--- src/rtl/err_sig_pkg.sv ---
package err_sig_pkg;
    localparam int ERR_W = 32;
    localparam int SRC_W = 16;
    localparam int DEV_W = 4;
    localparam int EN_W  = 5;
    localparam int SEL_W = 3;

    localparam logic [ERR_W-1:0] UNC_SUPPORTED   = 32'h05FF_F030;
    localparam logic [ERR_W-1:0] COR_SUPPORTED   = 32'h0000_F1C1;
    localparam logic [ERR_W-1:0] UNC_SEV_DEFAULT = 32'h0046_2030;

    localparam int UR_IDX  = 20;
    localparam int ADV_IDX = 13;
    localparam int HLO_IDX = 15;

    localparam int DEV_COR = 0;
    localparam int DEV_NF  = 1;
    localparam int DEV_FAT = 2;
    localparam int DEV_UR  = 3;

    localparam logic [2:0] SEV_COR = 3'b001;
    localparam logic [2:0] SEV_NF  = 3'b010;
    localparam logic [2:0] SEV_FAT = 3'b100;

    typedef enum logic [SEL_W-1:0] {
        SEL_UNC_STAT = 3'd0,
        SEL_UNC_MASK = 3'd1,
        SEL_UNC_SEV  = 3'd2,
        SEL_COR_STAT = 3'd3,
        SEL_COR_MASK = 3'd4,
        SEL_DEV_STAT = 3'd5,
        SEL_ENABLE   = 3'd6,
        SEL_NONE     = 3'd7
    } reg_sel_e;

    typedef struct packed {
        logic serr;
        logic ur;
        logic fat;
        logic nf;
        logic cor;
    } enables_t;

    typedef struct packed {
        logic             valid;
        logic             uncor;
        logic             adv;
        logic [SRC_W-1:0] src;
        logic [ERR_W-1:0] status;
    } err_evt_t;

    typedef struct packed {
        logic [ERR_W-1:0] unc_set;
        logic [ERR_W-1:0] cor_set;
        logic [DEV_W-1:0] dev_set;
        logic             rec;
        logic             msg;
        logic [2:0]       sev;
        logic [ERR_W-1:0] rec_status;
    } err_act_t;

    function automatic logic single_bit(input logic [ERR_W-1:0] v);
        return (v != '0) && ((v & (v - 1'b1)) == '0);
    endfunction
endpackage

--- src/rtl/sticky_w1c.sv ---
module sticky_w1c #(
    parameter int W = 32
) (
    input  logic         clk,
    input  logic         rst,
    input  logic [W-1:0] set,
    input  logic         clr_en,
    input  logic [W-1:0] clr,
    output logic [W-1:0] q
);
    logic [W-1:0] clr_eff;
    assign clr_eff = clr_en ? clr : '0;

    always_ff @(posedge clk) begin
        if (rst) q <= '0;
        else     q <= (q & ~clr_eff) | set;
    end
endmodule

--- src/rtl/err_regfile.sv ---
module err_regfile
    import err_sig_pkg::*;
(
    input  logic             clk,
    input  logic             rst,
    input  logic [ERR_W-1:0] unc_set,
    input  logic [ERR_W-1:0] cor_set,
    input  logic [DEV_W-1:0] dev_set,
    input  logic             wr_en,
    input  logic [SEL_W-1:0] wr_sel,
    input  logic [ERR_W-1:0] wr_data,
    output logic [ERR_W-1:0] unc_stat,
    output logic [ERR_W-1:0] cor_stat,
    output logic [DEV_W-1:0] dev_stat,
    output logic [ERR_W-1:0] unc_mask,
    output logic [ERR_W-1:0] unc_sev,
    output logic [ERR_W-1:0] cor_mask,
    output enables_t         en
);
    reg_sel_e sel;
    logic [EN_W-1:0] en_q;
    assign sel = reg_sel_e'(wr_sel);
    assign en  = enables_t'(en_q);

    sticky_w1c #(.W(ERR_W)) u_unc_stat (
        .clk(clk), .rst(rst), .set(unc_set),
        .clr_en(wr_en && sel == SEL_UNC_STAT), .clr(wr_data), .q(unc_stat));
    sticky_w1c #(.W(ERR_W)) u_cor_stat (
        .clk(clk), .rst(rst), .set(cor_set),
        .clr_en(wr_en && sel == SEL_COR_STAT), .clr(wr_data), .q(cor_stat));
    sticky_w1c #(.W(DEV_W)) u_dev_stat (
        .clk(clk), .rst(rst), .set(dev_set),
        .clr_en(wr_en && sel == SEL_DEV_STAT), .clr(wr_data[DEV_W-1:0]), .q(dev_stat));

    always_ff @(posedge clk) begin
        if (rst) begin
            unc_mask <= '0;
            unc_sev  <= UNC_SEV_DEFAULT;
            cor_mask <= '0;
            en_q     <= '0;
        end else if (wr_en) begin
            case (sel)
                SEL_UNC_MASK: unc_mask <= wr_data;
                SEL_UNC_SEV:  unc_sev  <= wr_data;
                SEL_COR_MASK: cor_mask <= wr_data;
                SEL_ENABLE:   en_q     <= wr_data[EN_W-1:0];
                default: ;
            endcase
        end
    end

    // uncorrectable status bits stay set unless software clears them
    p_sticky_unc_r11: assert property (@(posedge clk) disable iff (rst)
        !(wr_en && sel == SEL_UNC_STAT) |=> ((unc_stat & $past(unc_stat)) == $past(unc_stat)));
    // correctable status bits stay set unless software clears them
    p_sticky_cor_r11: assert property (@(posedge clk) disable iff (rst)
        !(wr_en && sel == SEL_COR_STAT) |=> ((cor_stat & $past(cor_stat)) == $past(cor_stat)));
endmodule

--- src/rtl/err_classify.sv ---
module err_classify
    import err_sig_pkg::*;
(
    input  logic             valid,
    input  logic             uncor,
    input  logic             adv,
    input  logic [ERR_W-1:0] status,
    input  logic [ERR_W-1:0] unc_mask,
    input  logic [ERR_W-1:0] unc_sev,
    input  logic [ERR_W-1:0] cor_mask,
    input  enables_t         en,
    output err_act_t         act
);
    logic [ERR_W-1:0] s;
    logic legal, fatal, is_ur, unc_open;

    always_comb begin
        s        = status & (uncor ? UNC_SUPPORTED : COR_SUPPORTED);
        legal    = valid && single_bit(s);
        fatal    = |(s & unc_sev);
        is_ur    = uncor && s[UR_IDX];
        unc_open = !(|(s & unc_mask));
        act            = '0;
        act.rec_status = s;
        if (legal) begin
            if (!uncor) begin
                act.dev_set[DEV_COR] = 1'b1;
                act.cor_set          = s;
                if (!(|(s & cor_mask)) && en.cor) begin
                    act.msg = 1'b1;
                    act.sev = SEV_COR;
                end
            end else if (!fatal && adv) begin
                act.dev_set[DEV_COR]  = 1'b1;
                act.dev_set[DEV_UR]   = is_ur;
                act.cor_set[ADV_IDX]  = 1'b1;
                if (!cor_mask[ADV_IDX]) begin
                    act.unc_set = s;
                    act.rec     = unc_open;
                    if (en.cor && (!is_ur || en.ur)) begin
                        act.msg = 1'b1;
                        act.sev = SEV_COR;
                    end
                end
            end else begin
                act.dev_set[DEV_FAT] = fatal;
                act.dev_set[DEV_NF]  = !fatal;
                act.dev_set[DEV_UR]  = is_ur;
                act.unc_set          = s;
                if (unc_open) begin
                    act.rec = 1'b1;
                    if ((!is_ur || en.ur || en.serr) &&
                        (en.serr || (fatal ? en.fat : en.nf))) begin
                        act.msg = 1'b1;
                        act.sev = fatal ? SEV_FAT : SEV_NF;
                    end
                end
            end
        end
    end
endmodule

--- src/rtl/err_signal.sv ---
module err_signal
    import err_sig_pkg::*;
(
    input  logic             clk,
    input  logic             rst,
    input  logic             evt_valid,
    input  logic [ERR_W-1:0] evt_status,
    input  logic             evt_uncor,
    input  logic             evt_advisory,
    input  logic [SRC_W-1:0] evt_src,
    input  logic             rec_overflow,
    input  logic             wr_en,
    input  logic [SEL_W-1:0] wr_sel,
    input  logic [ERR_W-1:0] wr_data,
    output logic             rec_req,
    output logic [ERR_W-1:0] rec_status,
    output logic [SRC_W-1:0] rec_src,
    output logic             msg_valid,
    output logic [2:0]       msg_sev,
    output logic [SRC_W-1:0] msg_src,
    output logic [ERR_W-1:0] uncor_status,
    output logic [ERR_W-1:0] cor_status,
    output logic [DEV_W-1:0] dev_status
);
    err_evt_t         cur;
    err_act_t         act;
    logic             ovf_pend;
    logic [SRC_W-1:0] ovf_src;
    logic [ERR_W-1:0] unc_mask, unc_sev, cor_mask;
    enables_t         en;

    always_comb begin
        cur = '0;
        if (evt_valid) begin
            cur.valid  = 1'b1;
            cur.uncor  = evt_uncor;
            cur.adv    = evt_advisory;
            cur.src    = evt_src;
            cur.status = evt_status;
        end else if (ovf_pend) begin
            cur.valid  = 1'b1;
            cur.src    = ovf_src;
            cur.status = ERR_W'(1) << HLO_IDX;
        end
    end

    err_classify u_classify (
        .valid(cur.valid), .uncor(cur.uncor), .adv(cur.adv), .status(cur.status),
        .unc_mask(unc_mask), .unc_sev(unc_sev), .cor_mask(cor_mask), .en(en),
        .act(act));

    err_regfile u_regs (
        .clk(clk), .rst(rst),
        .unc_set(act.unc_set), .cor_set(act.cor_set), .dev_set(act.dev_set),
        .wr_en(wr_en), .wr_sel(wr_sel), .wr_data(wr_data),
        .unc_stat(uncor_status), .cor_stat(cor_status), .dev_stat(dev_status),
        .unc_mask(unc_mask), .unc_sev(unc_sev), .cor_mask(cor_mask), .en(en));

    assign rec_req    = act.rec;
    assign rec_status = act.rec ? act.rec_status : '0;
    assign rec_src    = evt_src;

    always_ff @(posedge clk) begin
        if (rst) begin
            ovf_pend  <= 1'b0;
            ovf_src   <= '0;
            msg_valid <= 1'b0;
            msg_sev   <= '0;
            msg_src   <= '0;
        end else begin
            if (act.rec && rec_overflow) begin
                ovf_pend <= 1'b1;
                ovf_src  <= evt_src;
            end else if (!evt_valid && ovf_pend) begin
                ovf_pend <= 1'b0;
            end
            msg_valid <= act.msg;
            msg_sev   <= act.msg ? act.sev : 3'b000;
            msg_src   <= act.msg ? cur.src : '0;
        end
    end

    // a message always carries exactly one severity
    p_sev_onehot_r10: assert property (@(posedge clk) disable iff (rst)
        msg_valid |-> $onehot(msg_sev));
    // an illegal external event gives no message in the next cycle
    p_reject_quiet_r1: assert property (@(posedge clk) disable iff (rst)
        (evt_valid && $countones(evt_status & (evt_uncor ? UNC_SUPPORTED : COR_SUPPORTED)) != 1)
        |=> !msg_valid);
    // record requests come only from external uncorrectable events
    p_rec_uncor_r5: assert property (@(posedge clk) disable iff (rst)
        rec_req |-> (evt_valid && evt_uncor));
    // an overflow followed by an idle input cycle leaves the overflow bit set
    p_hlo_follow_r9: assert property (@(posedge clk) disable iff (rst)
        ($past(rec_req && rec_overflow) && !evt_valid) |=> cor_status[HLO_IDX]);
endmodule

--- config.mk ---
export PLATFORM = sky130hd
export DESIGN_NAME = err_signal
export DESIGN_NICKNAME = d
export VERILOG_FILES = /design/src/rtl/err_sig_pkg.sv /design/src/rtl/sticky_w1c.sv /design/src/rtl/err_regfile.sv /design/src/rtl/err_classify.sv /design/src/rtl/err_signal.sv
export SDC_FILE = /design/constraint.sdc
export NUM_CORES = 1
export LEC_CHECK = 0
export CAP_MARGIN = 30
export CORE_ASPECT_RATIO = 0.75
export CORE_MARGIN = 2
export CORE_UTILIZATION = 60
export DETAILED_ROUTE_END_ITERATION = 7
export DONT_BUFFER_PORTS = 1
export GPL_TIMING_DRIVEN = 0
export PLACE_DENSITY_LB_ADDON = 0.2
export SLEW_MARGIN = 20
export SYNTH_ARGS = -nofsm -noshare
export SYNTH_HDL_FRONTEND = slang
export SYNTH_SLANG_ARGS = --single-unit
--- constraint.sdc ---
create_clock -name clk -period 4.81 [get_ports clk]
set_input_delay 1.2025 -clock clk [delete_from_list [all_inputs] [get_ports clk]]
set_output_delay 1.2025 -clock clk [all_outputs]
set_load 0.01 [all_outputs]
==> flow_metrics.env, run 1 <==
export IMPL_io_buffer_count=0
export IMPL_netSwitchingFraction=0.2579
export IMPL_ys_types=56
export IMPL_drv_cap=0
export IMPL_gp_congestion=0.9509
export IMPL_yosys_area_top_type="dfxtp_1"
export IMPL_setup_tns_ns=0
export IMPL_start_kind="input port"
export IMPL_required_ns=3.61
export IMPL_grt_overflow=0
export IMPL_layout_min_cycle_time_ns=4.685
export IMPL_ctsHoldBuffers=0
export IMPL_power_leakage_nw=2.966
export IMPL_grt_first_pass_wirelength_um=36320
export IMPL_rows=34
export IMPL_crit_buf_inv=5
export IMPL_clockRootBuffer="clkbuf_16"
export IMPL_synthCells=923
export IMPL_diodes=0
export IMPL_final_antenna_net_count=0
export IMPL_ios=227
export IMPL_ys_seq_elements=158
export IMPL_die_area_sq_um=13110
export IMPL_crit_top_cell="buf_2"
export IMPL_antenna_found_initial=0
export IMPL_slew_headroom=0.4111
export IMPL_ir_worst_vdd_uv=274.6
export IMPL_track_usage=0.3571
export IMPL_avgSynthCellArea_sq_um=7.933
export IMPL_clock_sink_count=158
export IMPL_drc=0
export IMPL_min_period_over_period=0.9741
export IMPL_start_util=0.6236
export IMPL_power_density_nw_per_um2=362.6
export IMPL_crit_chain="and2_1, clkbuf_1, buf_2, nand2_1, a32o_1, a32oi_1, and3b_1, buf_2, nand3_4, buf_6, inv_1"
export IMPL_finalSetupViolCount=0
export IMPL_synth_edff_count=0
export IMPL_grt_max_degree=17
export IMPL_preCtsSetupSlack_ns=-0.2676
export IMPL_via_per_inst=6.313
export IMPL_worstSetupPathType="in2out"
export IMPL_multiInputGateArea_sq_um=3617
export IMPL_power_frac_comb=0.089
export IMPL_maxSlewViolCount=0
export IMPL_grt_pass1_vias=6543
export IMPL_synthesis_area_sq_um=7322
export IMPL_fin_ws_ns=0.1248
export IMPL_yosys_warnings=0
export IMPL_hold_viol_final=0
export IMPL_syn2layout_area_growth_pct=13.28
export IMPL_crit_family="buffers and inverters"
export IMPL_worst_pin_slew_ns=0.8766
export IMPL_fill_cells=995
export IMPL_htreeDepth=4
export IMPL_p_total_mw=3.007
export IMPL_final_nets=1049
export IMPL_stdcell_count=1134
export IMPL_drt_initial_drc_count=1063
export IMPL_min_from="u_regs.cor_mask[15]$_SDFFE_PP0P_"
export IMPL_rrSetupSlack_ns=1.70
export IMPL_cts_tree="yes"
export IMPL_clock_latency_ns=0.43
export IMPL_vias=7159
export IMPL_dpl_hpwl_um=16940
export IMPL_crit_slowest_cell="buf_2"
export IMPL_crit_fanout=10
export IMPL_first_pass_iters=8
export IMPL_cp_slowest_stage_delay_ns=0.31
export IMPL_hold_end="u_regs.cor_mask[15]$_SDFFE_PP0P_"
export IMPL_die_h_um=99.67
export IMPL_core_sq_um=11740
export IMPL_end_kind="primary output"
export IMPL_hold_class="reg2reg"
export IMPL_routedWlPerCell_um=20.74
export IMPL_drt_wl_total_um=23520
export IMPL_netlist_top_cells_count="162 x nand2_1, 158 x dfxtp_1, 131 x a21oi_1, 60 x clkbuf_1, 43 x nand2b_1"
export IMPL_p_int_mw=2.232
export IMPL_reg2reg_depth=8
export IMPL_fmax_mhz=213.4
export IMPL_utilization=0.7064
export IMPL_numPlacedInstances=1100
export IMPL_drive_gt1_frac=0.1327
export IMPL_clock_path_buffers=2
export IMPL_reg2reg_from="u_regs.unc_sev[12]$_SDFFE_PP0P_"
export IMPL_yosysTopAreaCellShare=0.4320
export IMPL_ys_seq_area_frac=0.4320
export IMPL_die_x_um=131.6
export IMPL_async_reset_ff_frac=0
export IMPL_synth_most_common_cell="nand2_1"
export IMPL_sequentialPowerShare=0.441
export IMPL_p_switching_uw=775.6
export IMPL_regArea_sq_um=3163
export IMPL_arrival_ns=3.48
export IMPL_clk_pin_slew_ns=0.07
export IMPL_synth_area_top_cells="dfxtp_1 43%, a21oi_1 9.0%, nand2_1 8.3%"
export IMPL_synthFlopType="dfxtp_1"
export IMPL_crit_start="evt_valid"
export IMPL_pwr_share_clk=0.470
export IMPL_fin_worst_skew_ns=0.01360
export IMPL_cts_buffers=17
export IMPL_status="completed"
export IMPL_hold_path_depth=2
export IMPL_worstReg2RegEnd="msg_src[10]$_SDFF_PP0_"
-- placed cells by master, fill, tap and decap left out, types with 12 or more instances in the layout --
| master | n |
|---|---|
| nand2_1 | 161 |
| dfxtp_1 | 158 |
| a21oi_1 | 131 |
| clkbuf_1 | 57 |
| nand2b_1 | 43 |
| buf_4 | 36 |
| inv_1 | 26 |
| nand4_1 | 26 |
| nor2_1 | 26 |
| nand3b_1 | 23 |
| nor3_1 | 21 |
| and3_1 | 19 |
| a31o_2 | 18 |
| or3_1 | 17 |
| clkbuf_16 | 17 |
| conb_1 | 16 |
| nand3_1 | 13 |
| buf_2 | 12 |
-- layout make-up --
cell class | instances | share of cell area
flip-flops and latches | 158 | 0.3814
inverters | 26 | 0.01177
well taps | 162 | 0.02444
plain buffers | 110 | 0.06954
clock buffers | 21 | 0.05672
repair buffers | 2 | 0.001810
multi-input cells | 644 | 0.4361
clock inverters | 11 | 0.01825
-- per-stage QoR --
stage | hold WS (ns) | cell area, sq um
6_report | 0.4547 | 8294
5_1_grt | 0.4711 | 8294
4_1_cts | 0.4541 | 8247
3_5_place_dp | 0.4451 | 7581
3_3_place_gp | 0.4397 | 7581
2_1_floorplan | 0.4327 | 7378
-- registers in the layout (all words and copies together) (netlist names) --
name                 count
msg_valid                1
u_regs.unc_sev          20
u_regs.cor_mask          8
ovf_pend                 1
u_regs.unc_mask         20
u_regs.u_dev_stat.q      4
u_regs.u_cor_stat.q     32
u_regs.en                5
msg_src                 16
ovf_src                 16
msg_sev                  3
u_regs.u_unc_stat.q     32
-- worst reg2reg max path: cells and delay by family (launching register included) --
kind,cells,cell delay (ns)
AO/OA/AOI/OAI,4,1.60
AND/OR/NAND/NOR,2,0.36
flip-flops,1,0.31
buffers and inverters,1,0.35
multiplexers,1,0.38
-- routing by layer --
metal	track usage	vias to the layer above	wire length [um]
met3	0.1274	45	3392
met2	0.5224	514	9784
met4	0.1145	0	510
met1	0.4938	3334	9829
met5	0	-	0
li1	-	3266	-
-- what timing repair did --
item | in CTS | in global routing
setup buffers | 2 | 0
resized for setup | 11 | 16
pin swaps | 1 | 3
setup endpoints to repair | 17 | 17
-- cells by family after synthesis --
family | Yosys count | synth area share
other | 1 | 0.0005122
buffers and inverters | 136 | 0.09040
AOI/OAI and AO/OA | 230 | 0.1962
muxes | 8 | 0.01128
and+or+nand+nor | 390 | 0.2697
DFF | 158 | 0.4320
-- worst max-delay path by stage --
stage | endpoint | depth (start not counted)
CTS | rec_status[16] | 10
global route | rec_status[23] | 9
floorplan | rec_status[16] | 10
global placement | rec_status[21] | 10
finish | rec_req | 11
detailed placement | rec_status[16] | 10
-- power groups by stage --
stage               registers (mW)  logic [mW]  clock network [mW]
detailed placement            1.36       0.250                   0
CTS                           1.33       0.254                1.41
floorplan                     1.35       0.189                   0
global placement              1.36       0.248                   0
global route                  1.33       0.287                1.46
finish                        1.33       0.267                1.41
(Power assumes the default switching activity.)
==> inputs of run 2 (changes only) <==
==> constraint.sdc (replaced) <==
create_clock -name clk -period 6 [get_ports clk]
set_input_delay 1.5 -clock clk [delete_from_list [all_inputs] [get_ports clk]]
set_output_delay 1.5 -clock clk [all_outputs]
set_load 0.01 [all_outputs]
==> flow_metrics.env, run 2 (synthesis gave the netlist of run 1 again) <==
export IMPL_end_kind="primary output"
export IMPL_fmax_mhz=175.3
export IMPL_power_leakage_nw=2.929
export IMPL_hold_end="u_regs.unc_mask[26]$_SDFFE_PP0P_"
export IMPL_holdWs_ns=0.4551
export IMPL_drc=0
export IMPL_setup_tns_ns=0
export IMPL_ctsHoldBuffers=0
export IMPL_io_buffer_count=0
export IMPL_routedWlPerCell_um=20.74
export IMPL_die_x_um=131.6
export IMPL_slew_headroom=0.4527
export IMPL_antenna_found_initial=0
export IMPL_reg2reg_depth=8
export IMPL_clock_path_buffers=2
export IMPL_hold_class="reg2reg"
export IMPL_crit_buf_inv=3
export IMPL_rsz0062_at_grt="no"
export IMPL_die_h_um=99.67
export IMPL_track_usage=0.3565
export IMPL_start_util=0.6236
export IMPL_crit_family="simple AND/OR/NAND/NOR gates"
export IMPL_layout_min_cycle_time_ns=5.705
export IMPL_power_density_nw_per_um2=293.3
export IMPL_p_total_mw=2.407
export IMPL_ctsResizeCount=0
export IMPL_final_cell_mix="162 x nand2_1, 158 x dfxtp_1, 131 x a21oi_1"
export IMPL_largestRegisters="u_regs.u_cor_stat.q (32), u_regs.u_unc_stat.q (32)"
export IMPL_utilization=0.6988
export IMPL_drt_wl_total_um=23500
export IMPL_crit_slowest_cell="or4_1"
export IMPL_hold_path_depth=2
export IMPL_grt_pass1_vias=6538
export IMPL_crit_start="evt_status[6]"
export IMPL_clock_latency_ns=0.43
export IMPL_hold_viol_final=0
export IMPL_grt_overflow=0
export IMPL_reg2reg_from="u_regs.unc_mask[12]$_SDFFE_PP0P_"
export IMPL_rows=34
export IMPL_min_from="u_regs.unc_mask[26]$_SDFFE_PP0P_"
export IMPL_worstSetupPathType="in2out"
export IMPL_core_sq_um=11740
export IMPL_worstReg2RegEnd="ovf_src[15]$_SDFFE_PP0P_"
export IMPL_start_kind="input port"
export IMPL_crit_fanout=10
export IMPL_clockRootBuffer="clkbuf_16"
export IMPL_fin_worst_skew_ns=0.01255
export IMPL_ir_worst_vdd_uv=220.2
export IMPL_syn2layout_area_growth_pct=12.06
export IMPL_status="completed"
export IMPL_drt_initial_drc_count=917
export IMPL_drv_cap=0
export IMPL_crit_chain="buf_2, or4_1, and3_1, o311ai_1, nand4bb_1, nor4_4, buf_6, nand3_4, buf_2, nor2_1"
export IMPL_first_pass_iters=6
export IMPL_clock_sink_count=158
export IMPL_rrSetupSlack_ns=2.69
export IMPL_die_area_sq_um=13110
export IMPL_cts_tree="yes"
export IMPL_ios=227
export IMPL_htreeDepth=4
export IMPL_grt_max_degree=17
export IMPL_maxSlewViolCount=0
export IMPL_cts_buffers=17
export IMPL_crit_top_cell="buf_2"
export IMPL_final_antenna_net_count=0
export IMPL_dpl_hpwl_um=16940
export IMPL_worst_pin_slew_ns=0.8172
export IMPL_final_nets=1047
export IMPL_finalSetupViolCount=0
export IMPL_cp_slowest_stage_delay_ns=0.59
export IMPL_min_period_over_period=0.9508
export IMPL_clk_pin_slew_ns=0.06
export IMPL_gp_congestion=0.9509
export IMPL_arrival_ns=4.21
export IMPL_via_per_inst=6.316
export IMPL_grt_first_pass_wirelength_um=36280
export IMPL_vias=7156
export IMPL_required_ns=4.50
export IMPL_post_cts_setup_buffers=0
export IMPL_drive_gt1_frac=0.1103
export IMPL_final_common_cell="nand2_1"
-- run 2: worst max-delay path by stage --
| stage | cells after the start | slack [ns] | to |
|---|---|---|---|
| after global placement | 10 | 0.35 | rec_status[21] |
| after CTS | 10 | 0.33 | rec_status[16] |
| after global routing | 10 | 0.10 | rec_status[19] |
| after floorplan | 10 | 0.71 | rec_status[16] |
| after detailed placement | 10 | 0.33 | rec_status[16] |
| final | 10 | 0.29 | rec_status[21] |
-- run 2: tightest hold or removal path: stages, from the launching register on --
cell and delay, ns:
dfxtp_1 0.31, nand2_1 0.05, a21oi_1 0.05
-- run 2: cell type report --
type | instances | area, sq um
antenna | 1 | 2.502
clock buffer | 21 | 470.5
clock inverter | 11 | 151.4
fill | 1004 | 3536
multi-input combinational | 644 | 3553
sequential | 158 | 3163
tap | 162 | 202.7
buffer | 110 | 564.3
inverter | 26 | 97.59
-- run 2: per-stage QoR --
step / instances / setup slack, ns / area (sq um)
after floorplan: 938 / 0.7095 / 7378
after global placement: 1100 / 0.3496 / 7581
after detailed placement: 1100 / 0.3274 / 7581
after CTS: 1132 / 0.3310 / 8203
after global routing: 1132 / 0.1046 / 8203
final: 1133 / 0.2949 / 8205
-- run 2: where the power goes --
part | internal [mW] | switching (mW) | total [mW]
Clock | 0.661 | 0.472 | 1.13
Sequential | 1.06 | 0.00621 | 1.06
Combinational | 0.0684 | 0.142 | 0.210
Total | 1.79 | 0.620 | 2.41
-- run 2: layer usage --
| metal | vias up | share of wire | global-route usage |
|---|---|---|---|
| met2 | 522 | 0.42 | 0.5211 |
| li1 | 3265 | - | - |
| met3 | 41 | 0.15 | 0.1274 |
| met4 | 0 | 0.018 | 0.1145 |
| met1 | 3328 | 0.42 | 0.4931 |
| met5 | - | 0 | 0 |
